### config.mk
export PLATFORM = sky130hd
export DESIGN_NAME = i2c_mem_target
export DESIGN_NICKNAME = d
export VERILOG_FILES = /design/src/rtl/i2c_mem_pkg.sv /design/src/rtl/i2c_line_sync.sv /design/src/rtl/i2c_mem_array.sv /design/src/rtl/i2c_mem_target.sv
export SDC_FILE = /design/constraint.sdc
export NUM_CORES = 2
export LEC_CHECK = 0
export BUFFER_PORTS_ARGS = -buffer_cell sky130_fd_sc_hd__buf_4
export CAP_MARGIN = 20
export CELL_PAD_IN_SITES_DETAIL_PLACEMENT = 1
export CELL_PAD_IN_SITES_GLOBAL_PLACEMENT = 2
export CORE_ASPECT_RATIO = 0.6
export CORE_UTILIZATION = 54
export DETAILED_ROUTE_END_ITERATION = 6
export PLACE_DENSITY_LB_ADDON = 0.05
export SLEW_MARGIN = 20
export SYNTH_ARGS = -nofsm -noshare
export SYNTH_HDL_FRONTEND = slang
export SYNTH_SLANG_ARGS = --single-unit
### constraint.sdc
create_clock -name clk -period 16.25 [get_ports clk]
set_input_delay 4.875 -clock clk [delete_from_list [all_inputs] [get_ports clk]]
set_output_delay 4.875 -clock clk [all_outputs]
set_load 0.02 [all_outputs]
### src/rtl/i2c_mem_pkg.sv
package i2c_mem_pkg;

    // device-type nibble expected in address-frame bits 7..4
    localparam logic [3:0] DEV_CODE = 4'b1010;

    typedef enum logic [3:0] {
        ST_IDLE,
        ST_ADDR,        // shifting in the address frame
        ST_ADDR_ACK,    // driving acknowledge for the address frame
        ST_BADDR,       // shifting in the byte address
        ST_BADDR_ACK,
        ST_WDATA,       // shifting in a byte to store
        ST_WDATA_ACK,
        ST_RDATA,       // driving a data byte
        ST_RACK,        // sampling the controller's acknowledge
        ST_IGNORE       // off the bus until the next START
    } tgt_state_e;

endpackage

### src/rtl/i2c_line_sync.sv
module i2c_line_sync #(
    parameter int STAGES = 2
) (
    input  logic clk,
    input  logic rst_n,
    input  logic line_i,
    output logic level_o,
    output logic rise_o,
    output logic fall_o
);
    // chain_q[STAGES-1] is the synchronized level, chain_q[STAGES] its previous value
    logic [STAGES:0] chain_d, chain_q;

    always_comb begin
        chain_d = {chain_q[STAGES-1:0], line_i};
    end

    always_ff @(posedge clk or negedge rst_n) begin
        if (!rst_n) chain_q <= '1;
        else        chain_q <= chain_d;
    end

    assign level_o = chain_q[STAGES-1];
    assign rise_o  =  chain_q[STAGES-1] & ~chain_q[STAGES];
    assign fall_o  = ~chain_q[STAGES-1] &  chain_q[STAGES];
endmodule

### src/rtl/i2c_mem_array.sv
module i2c_mem_array #(
    parameter int DEPTH = 512,
    localparam int AW = $clog2(DEPTH)
) (
    input  logic          clk,
    input  logic          we_i,
    input  logic [AW-1:0] waddr_i,
    input  logic [7:0]    wdata_i,
    input  logic [AW-1:0] raddr_i,
    output logic [7:0]    rdata_o
);
    logic [7:0] store_q [DEPTH];

    always_ff @(posedge clk) begin
        if (we_i) store_q[waddr_i] <= wdata_i;
    end

    assign rdata_o = store_q[raddr_i];
endmodule

### src/rtl/i2c_mem_target.sv
module i2c_mem_target
    import i2c_mem_pkg::*;
#(
    parameter int MEM_BYTES   = 512,
    parameter int PAGE_BYTES  = 16,
    parameter int SYNC_STAGES = 2,
    localparam int AW      = $clog2(MEM_BYTES),
    localparam int PW      = $clog2(PAGE_BYTES),
    localparam int HI_W    = AW - 8,
    localparam int STRAP_W = 3 - HI_W
) (
    input  logic               clk,
    input  logic               rst_n,
    input  logic               scl_i,
    input  logic               sda_i,
    input  logic [STRAP_W-1:0] strap_i,
    output logic               sda_oe_o
);
    typedef struct packed {
        tgt_state_e      st;
        logic [7:0]      sh;     // shift register, MSB on the wire first
        logic [3:0]      cnt;    // bits shifted in / driven out
        logic [AW-1:0]   ptr;
        logic [HI_W-1:0] hi;     // upper address bits taken from the frame
        logic            rw;
        logic            nack;
        logic            oe;
    } tgt_regs_t;

    tgt_regs_t r_d, r_q;

    logic scl_lvl, scl_rise, scl_fall;
    logic sda_lvl, sda_rise, sda_fall;
    logic start_det, stop_det, dev_match;
    logic mem_we;
    logic [7:0] mem_rdata;

    i2c_line_sync #(.STAGES(SYNC_STAGES)) u_scl_sync (
        .clk(clk), .rst_n(rst_n), .line_i(scl_i),
        .level_o(scl_lvl), .rise_o(scl_rise), .fall_o(scl_fall)
    );

    i2c_line_sync #(.STAGES(SYNC_STAGES)) u_sda_sync (
        .clk(clk), .rst_n(rst_n), .line_i(sda_i),
        .level_o(sda_lvl), .rise_o(sda_rise), .fall_o(sda_fall)
    );

    i2c_mem_array #(.DEPTH(MEM_BYTES)) u_array (
        .clk(clk), .we_i(mem_we), .waddr_i(r_q.ptr), .wdata_i(r_q.sh),
        .raddr_i(r_q.ptr), .rdata_o(mem_rdata)
    );

    assign start_det = sda_fall & scl_lvl;
    assign stop_det  = sda_rise & scl_lvl;
    assign dev_match = (r_q.sh[7:4] == DEV_CODE) && (r_q.sh[3:HI_W+1] == strap_i);

    always_comb begin
        r_d    = r_q;
        mem_we = 1'b0;
        if (stop_det) begin
            r_d.st  = ST_IDLE;
            r_d.cnt = '0;
            r_d.oe  = 1'b0;
        end else if (start_det) begin
            r_d.st  = ST_ADDR;
            r_d.cnt = '0;
            r_d.oe  = 1'b0;
        end else begin
            unique case (r_q.st)
                ST_ADDR, ST_BADDR, ST_WDATA: begin
                    if (scl_rise && r_q.cnt < 4'd8) begin
                        r_d.sh  = {r_q.sh[6:0], sda_lvl};
                        r_d.cnt = r_q.cnt + 4'd1;
                    end else if (scl_fall && r_q.cnt == 4'd8) begin
                        r_d.cnt = '0;
                        if (r_q.st == ST_ADDR) begin
                            if (dev_match) begin
                                r_d.oe = 1'b1;
                                r_d.rw = r_q.sh[0];
                                r_d.hi = r_q.sh[HI_W:1];
                                r_d.st = ST_ADDR_ACK;
                            end else begin
                                r_d.st = ST_IGNORE;
                            end
                        end else if (r_q.st == ST_BADDR) begin
                            r_d.ptr = {r_q.hi, r_q.sh};
                            r_d.oe  = 1'b1;
                            r_d.st  = ST_BADDR_ACK;
                        end else begin
                            mem_we = 1'b1;
                            r_d.ptr[PW-1:0] = r_q.ptr[PW-1:0] + 1'b1;
                            r_d.oe  = 1'b1;
                            r_d.st  = ST_WDATA_ACK;
                        end
                    end
                end
                ST_ADDR_ACK, ST_BADDR_ACK, ST_WDATA_ACK: begin
                    if (scl_fall) begin
                        if (r_q.st == ST_ADDR_ACK && r_q.rw) begin
                            r_d.sh  = mem_rdata;
                            r_d.oe  = ~mem_rdata[7];
                            r_d.cnt = 4'd1;
                            r_d.st  = ST_RDATA;
                        end else begin
                            r_d.oe  = 1'b0;
                            r_d.cnt = '0;
                            r_d.st  = (r_q.st == ST_ADDR_ACK) ? ST_BADDR : ST_WDATA;
                        end
                    end
                end
                ST_RDATA: begin
                    if (scl_fall) begin
                        if (r_q.cnt == 4'd8) begin
                            r_d.oe  = 1'b0;
                            r_d.ptr = r_q.ptr + 1'b1;
                            r_d.st  = ST_RACK;
                        end else begin
                            r_d.sh  = {r_q.sh[6:0], 1'b0};
                            r_d.oe  = ~r_q.sh[6];
                            r_d.cnt = r_q.cnt + 4'd1;
                        end
                    end
                end
                ST_RACK: begin
                    if (scl_rise) begin
                        r_d.nack = sda_lvl;
                    end else if (scl_fall) begin
                        if (!r_q.nack) begin
                            r_d.sh  = mem_rdata;
                            r_d.oe  = ~mem_rdata[7];
                            r_d.cnt = 4'd1;
                            r_d.st  = ST_RDATA;
                        end else begin
                            r_d.st  = ST_IGNORE;
                        end
                    end
                end
                default: ;
            endcase
        end
    end

    always_ff @(posedge clk or negedge rst_n) begin
        if (!rst_n) r_q <= '{st: ST_IDLE, default: '0};
        else        r_q <= r_d;
    end

    assign sda_oe_o = r_q.oe;
endmodule

After elaboration in Yosys (flattened, before gate mapping)

Memory sizes are Yosys's and may differ from the RTL's.
Index checks and enable logic that the tools add are counted.

Bits in registers: 35
Bits in writable memories: 4096
Logic and storage cells: 139
Memories kept: 1

Add/subtract/negate cells: 3
Magnitude comparators: 1
Eq/ne operators: 35
Muxes and demuxes: 56
Bitwise logic cells: 15
Reduce and logical (&&, ||, !) cells: 17

Memory list:

| name            | depth | width | read ports | clocked after memory_dff | write ports | line                | source |
|---|---|---|---|---|---|---|---|
| u_array.store_q | 512   | 8     | 1          | 0                        | 1           | i2c_mem_array.sv:12 | `logic [7:0] store_q [DEPTH];` |

Operators by type and width:

| cell                | number |
|---|---|
| $pmux 16 s4         | 1 |
| $mux 16             | 3 |
| $mux 4              | 12 |
| $ne 4x4->1 const B  | 9 |
| $ne 2x2->1 const B  | 13 |
| $mux 25             | 1 |
| $mux 12             | 2 |
| $reduce_and 8->1    | 3 |
| $mux 1              | 23 |
| $mux 9              | 2 |
| $pmux 9 s2          | 1 |
| $reduce_and 9->1    | 2 |
| $eq 4x3->1 const B  | 4 |
| $mux 8              | 2 |
| $mux 15             | 1 |
| $eq 4x4->1 const B  | 3 |
| $mux 11             | 1 |
| $reduce_and 11->1   | 1 |
| $ne 5x5->1 const B  | 2 |
| $add 9x1->9 const B | 1 |
| $not 1->1           | 9 |
| $add 4x1->4 const B | 2 |
| $eq 4x2->1 const B  | 2 |
| $reduce_and 7->1    | 1 |
| other kinds (14)    | 26 |

Longest topological paths before layout

Word-level depth: 10
Mapped depth: 15
Mapped depth without buffers: 10

Modules after synthesis

Synthesis repeated with hierarchy kept, for this count alone.

Cell total of the unflattened synthesis: 8255
Area, all modules: 162019.1 um2

Modules (own cells, without submodules):

| module         | times used | cells each | area an instance (um2) |
|---|---|---|---|
| i2c_mem_array  | 1          | 8022       | 159767.0 |
| i2c_mem_target | 1          | 223        | 2064.5 |
| i2c_line_sync  | 2          | 5          | 93.8 |

Worst setup path after synthesis

No wires, ideal clock.

Kind: register to register
Start: register r_q[21] (netlist name)
End: register r_q (netlist bit sda_oe_o)
Library setup time: 77 ps
Data arrival time: 7783 ps
Path slack: 8390 ps
Stages on the path, launching flop included: 8
Buffers on the path: 0
Cell sequence: dfrtp_1 > nand4bb_1 > nor3_1 > nor4_1 > a21oi_1 > nor2b_1 > a221o_1 > o21ai_1

Word-level cells in the longest chain between the ends: 4

RTL lines:

| what                       | line                  | source |
|---|---|---|
| start, declared            | i2c_mem_target.sv:30  | `tgt_regs_t r_d, r_q;` |
| start signal, assigned     | i2c_mem_target.sv:145 | `else r_q <= r_d;` |
| $eq 4x4->1                 | i2c_mem_target.sv:55  | `assign dev_match = (r_q.sh[7:4] == DEV_CODE) && (r_q.sh[3:HI_W+1] == strap_i);` |
| $logic_and 1x1->1          | i2c_mem_target.sv:55  |  |
| $ne 5x5->1 (no line)       | n/a                   |  |
| $reduce_and 9->1 (no line) | n/a                   |  |

No other way between the ends.
A chain may end at the register's enable or synchronous reset.

Final worst setup path

Start: register r_q (netlist bit sda_oe_o)
End: output port sda_oe_o

RTL lines:

| what          | line                 | source |
|---|---|---|
| end, declared | i2c_mem_target.sv:17 | `output logic sda_oe_o` |

No word-level cell between the ends.

==> impl.org <==
** STA
- Worst-Margin Slew :: 1320 ps
- For this run, the top clock speed supported by timing is 0.152 GHz.
- The clock arrives with 49.1 ps of skew.
- For the final routed database, the setup TNS stands at 0 ps.
- Final Max Tran Viols :: 0
- Count of endpoints failing hold in the final timing report :: 0
- In the finished design, the share of the clock period the worst path needs comes to 0.405.
- Setup repair after global routing missed its margin :: no
- In this run the tightest slew margin relative to its limit is 0.119.
- Final setup violation count :: 0
- The routed design could run at a clock period as short as 6580 ps.

** Yosys
- Synthesis produced 7958 cells.
- Summed over all instances, the cell type with the most area after synthesis is edfxtp_1.
- The complex-gate fraction of the synthesized area was 0.0348.
- Number of warnings issued by yosys :: 0
- A synthesized cell averages 20.2 um2.
- Share of cell area taken by muxes after synthesis :: 0.146
- Synthesized Nets :: 7970
- In the synthesized netlist the dominant register cell turns out to be edfxtp_1.
- Of the synthesized area, sequential elements account for 0.769.
- Post-synthesis instance area :: 161000 um2
- Of the total synthesized cell area, the portion taken by full adders, half adders and majority gates is 0.000466.
- Of the total synthesized cell area, the portion taken by AND, OR, NAND and NOR gates is 0.0317.
- Yosys mapped a number of flops with a built-in enable equal to 4096.
- After synthesis, the share of flip-flops with an asynchronous set or reset is 0.00847.
- Flip-flop and latch count after synthesis :: 4131
- The synthesized netlist contains 80 unique library cells.
- Largest family of logic cells by synthesized area :: multiplexers
- Of the post-synthesis cell area, the dominant cell type holds 0.764.
- After synthesis, the cell types taking the most area are edfxtp_1 76%, mux4_2 11%, mux2i_1 3.4%.
- Of the total synthesized cell area, the portion taken by XOR and XNOR cells is 0.000218.

** Die
- The die covers 300000 um2.
- The core region is 295000 um2.
- Height of the chip :: 425 um
- Starting density of the core :: 0.546
- In this run the core area contains 154 standard-cell rows.
- In this run the count of I/O pins placed on the die edge is 7.
- Die extent in x :: 707 um

** Final layout
- The net count of the finished layout is 8091.
- The finished cells cover 178000 um2.
- Fraction of layout instances using a drive strength above 1 :: 0.202
- From synthesis to final layout, the design area changed by 10.4%.
- Fill cells in the final layout number 24300.

** Worst setup path
- For flop-to-flop paths, the worst setup slack is 9870 ps.
- Walking the worst path, the cells encountered are buf_4.
- Required time at the endpoint of the critical path :: 11370 ps
- Maximum fanout encountered on the critical timing path :: 2
- Critical path buffers and inverters :: 1
- Slowest cell on the critical path :: dfrtp_1
- STA classifies the critical path endpoint as a primary output.
- The worst setup path is launched from a register.
- Worst Path Class, Setup :: reg2out
- The cell family contributing the most delay on the critical path is flip-flops.
- Critical Path Max Stage Delay :: 550 ps
- CP arrival :: 1710 ps

** GRT
- Global routing finished with a remaining overflow of 0.
- In the global route stage, overall resource usage came out at 0.347.
- Entering global routing, the biggest net connects 247 pins.
- Wire length of the first global-routing pass :: 714000 um
- Via count of the first global-routing pass :: 84300
- The initial antenna violation count came to 53.

** Clock tree
- Cell at the root of the clock tree :: clkbuf_16
- Gates resized during post-CTS repair numbered 0.
- Hold-fix buffers at CTS :: 0
- Counting along the longest clock path gives a buffer depth of 4.
- CTS buffer count :: 374
- Worst-skew pair later-pin latency :: 940 ps
- TritonCTS built the clock tree.
- After clock tree synthesis, the clock-pin slew on the worst setup and hold paths is 70 ps.
- Maximum level of the CTS H-tree :: 5
- Setup bufs post-CTS :: 0
- Counting every sink on the clock net gives 4131.

** Place
- After legalization and detailed placement, the total HPWL measured 330000 um.
- Post-place instance area :: 166000 um2
- Port buffer count :: 6
- Routability cong. :: 0.935

** Power and ir drop
- Dividing total power by cell area gives a power density of 144 nW/um2.
- Pwr Total :: 25.6 mW
- P_leak :: 53.3 nW
- VDD IR-drop max :: 0.208 mV

** Route
- DR vias :: 87400
- The first routing iteration left 15100 violations.
- Wirelength, routed :: 525000 um
- The pre-antenna-repair detailed-routing pass consisted of 5 iterations.
- Vias per cell :: 7.07
- Number of routed nets with antenna violations :: 0
- Dividing the detail-routed wire length by the instance count gives 42.5 um.
- DRC violation count after routing :: 0

** Worst hold path
- Tightest Hold Check Type :: reg2reg

** Job
- Max-capacitance violation count :: 0

** Run status
- Status :: completed
[worst paths after layout]
path / from / to / cells past startpoint
worst max-delay path: sda_oe_o / sda_oe_o / 1
worst max register to register: r_q[5] / r_q[22] / 10
max in group asynchronous: rst_n / r_q[7] / 1
worst min-delay path: u_sda_sync.chain_q[0] / u_sda_sync.chain_q[1] / 0
min in group asynchronous: rst_n / r_q[19] / 1
worst min register to register: u_sda_sync.chain_q[0] / u_sda_sync.chain_q[1] / 0
[layout make-up]
class	count	area, um2	share of cell area
clock inverters	217	1780	0.0100
inverters	16	68.8	0.000387
diodes	11	27.5	0.000155
flip-flops and latches	4131	124000	0.697
multi-input cells	3307	34900	0.196
well taps	3978	4980	0.0280
clock buffers	456	9900	0.0557
repair buffers	249	2120	0.0119
[Yosys cell counts (6+ instances only)]
| library cell | n |
|---|---|
| mux2i_1 | 540 |
| or3_1 | 9 |
| nor4_1 | 28 |
| nand2b_1 | 6 |
| a31oi_1 | 55 |
| buf_2 | 168 |
| inv_1 | 15 |
| dfstp_2 | 6 |
| a311oi_1 | 7 |
| o22a_1 | 26 |
| nor3_1 | 50 |
| a2111oi_0 | 12 |
| a22oi_1 | 174 |
| buf_4 | 73 |
| mux4_2 | 791 |
| nor2_1 | 617 |
| o2111ai_1 | 9 |
| a22o_1 | 27 |
| a41oi_1 | 6 |
| clkbuf_1 | 168 |
| o21ai_0 | 98 |
| nand3_1 | 89 |
| a211oi_1 | 26 |
| nor2b_1 | 24 |
| nand4_1 | 61 |
| a32oi_1 | 16 |
| buf_6 | 33 |
| a21oi_1 | 87 |
| and4_1 | 8 |
| and2_1 | 7 |
| o221ai_1 | 16 |
| a221oi_1 | 75 |
| edfxtp_1 | 4096 |
| ha_1 | 6 |
| mux2_2 | 21 |
| and3_1 | 14 |
| dfrtp_1 | 29 |
| buf_1 | 59 |
| o22ai_1 | 111 |
| nand2_1 | 186 |
| o211ai_1 | 11 |
[cells by family (layout without fill, tap and decap cells)]
kind of cell | Yosys count | in the layout
AO/OA/AOI/OAI | 796 | 796
XOR/XNOR | 4 | 4
adder cells (fa/ha/maj) | 6 | 6
flip-flops | 4131 | 4131
multiplexers | 1356 | 1356
AND/OR/NAND/NOR | 1145 | 1145
other | 0 | 11
buffers and inverters | 520 | 938
[cells in the final DEF, fill, tap and decap left out, types with 16 or more instances in the layout]
master	synthesis	final
o22a_1	26	26
mux2i_1	540	533
nand3_1	89	88
bufinv_16	0	28
clkinv_2	0	77
buf_4	73	225
a21oi_1	87	85
clkbuf_16	0	384
mux4_2	791	791
clkbuf_1	168	70
o221ai_1	16	16
a211oi_1	26	25
edfxtp_1	4096	4096
nand4_1	61	61
o21ai_0	98	92
a22o_1	27	27
nor2b_1	24	19
nor2_1	617	604
nand2_1	186	169
nor4_1	28	24
a32oi_1	16	16
mux2_2	21	21
clkinv_1	1	88
o22ai_1	111	111
a22oi_1	174	174
a221oi_1	75	74
a31oi_1	55	49
nor3_1	50	42
[registers in the layout (all words and copies together) (netlist names)]
signal and count:
sda_oe_o 1, r_q 28, u_sda_sync.chain_q 3, u_scl_sync.chain_q 3
u_array.store_q 4096
[where the power goes]
part / total (mW) / internal [mW] / leakage, nW / switching (mW)
registers: 13.4 / 13.1 / 37.6 / 0.254
logic: 3.48 / 0.865 / 9.93 / 2.62
clock network: 8.77 / 4.78 / 5.74 / 3.99
[metal layers]
layer  vias to the layer above  track usage  share of wire
met4                        28       0.0796          0.025
met1                     47300        0.547           0.42
met3                       748        0.131           0.15
li1                      33300            -              -
met5                         -            0        0.00035
met2                      6045        0.460           0.41
[through the flow]
stage	instances	setup WS [ps]	util	hold slack, ps
4_1_cts	12400	9640	0.602	356
5_1_grt	12400	9680	0.602	364
6_report	12400	9670	0.602	358
3_3_place_gp	11700	8290	0.562	350
3_5_place_dp	11700	9260	0.562	351
2_1_floorplan	7958	8390	-	345
Note: power is estimated with default switching activity, not from simulation.
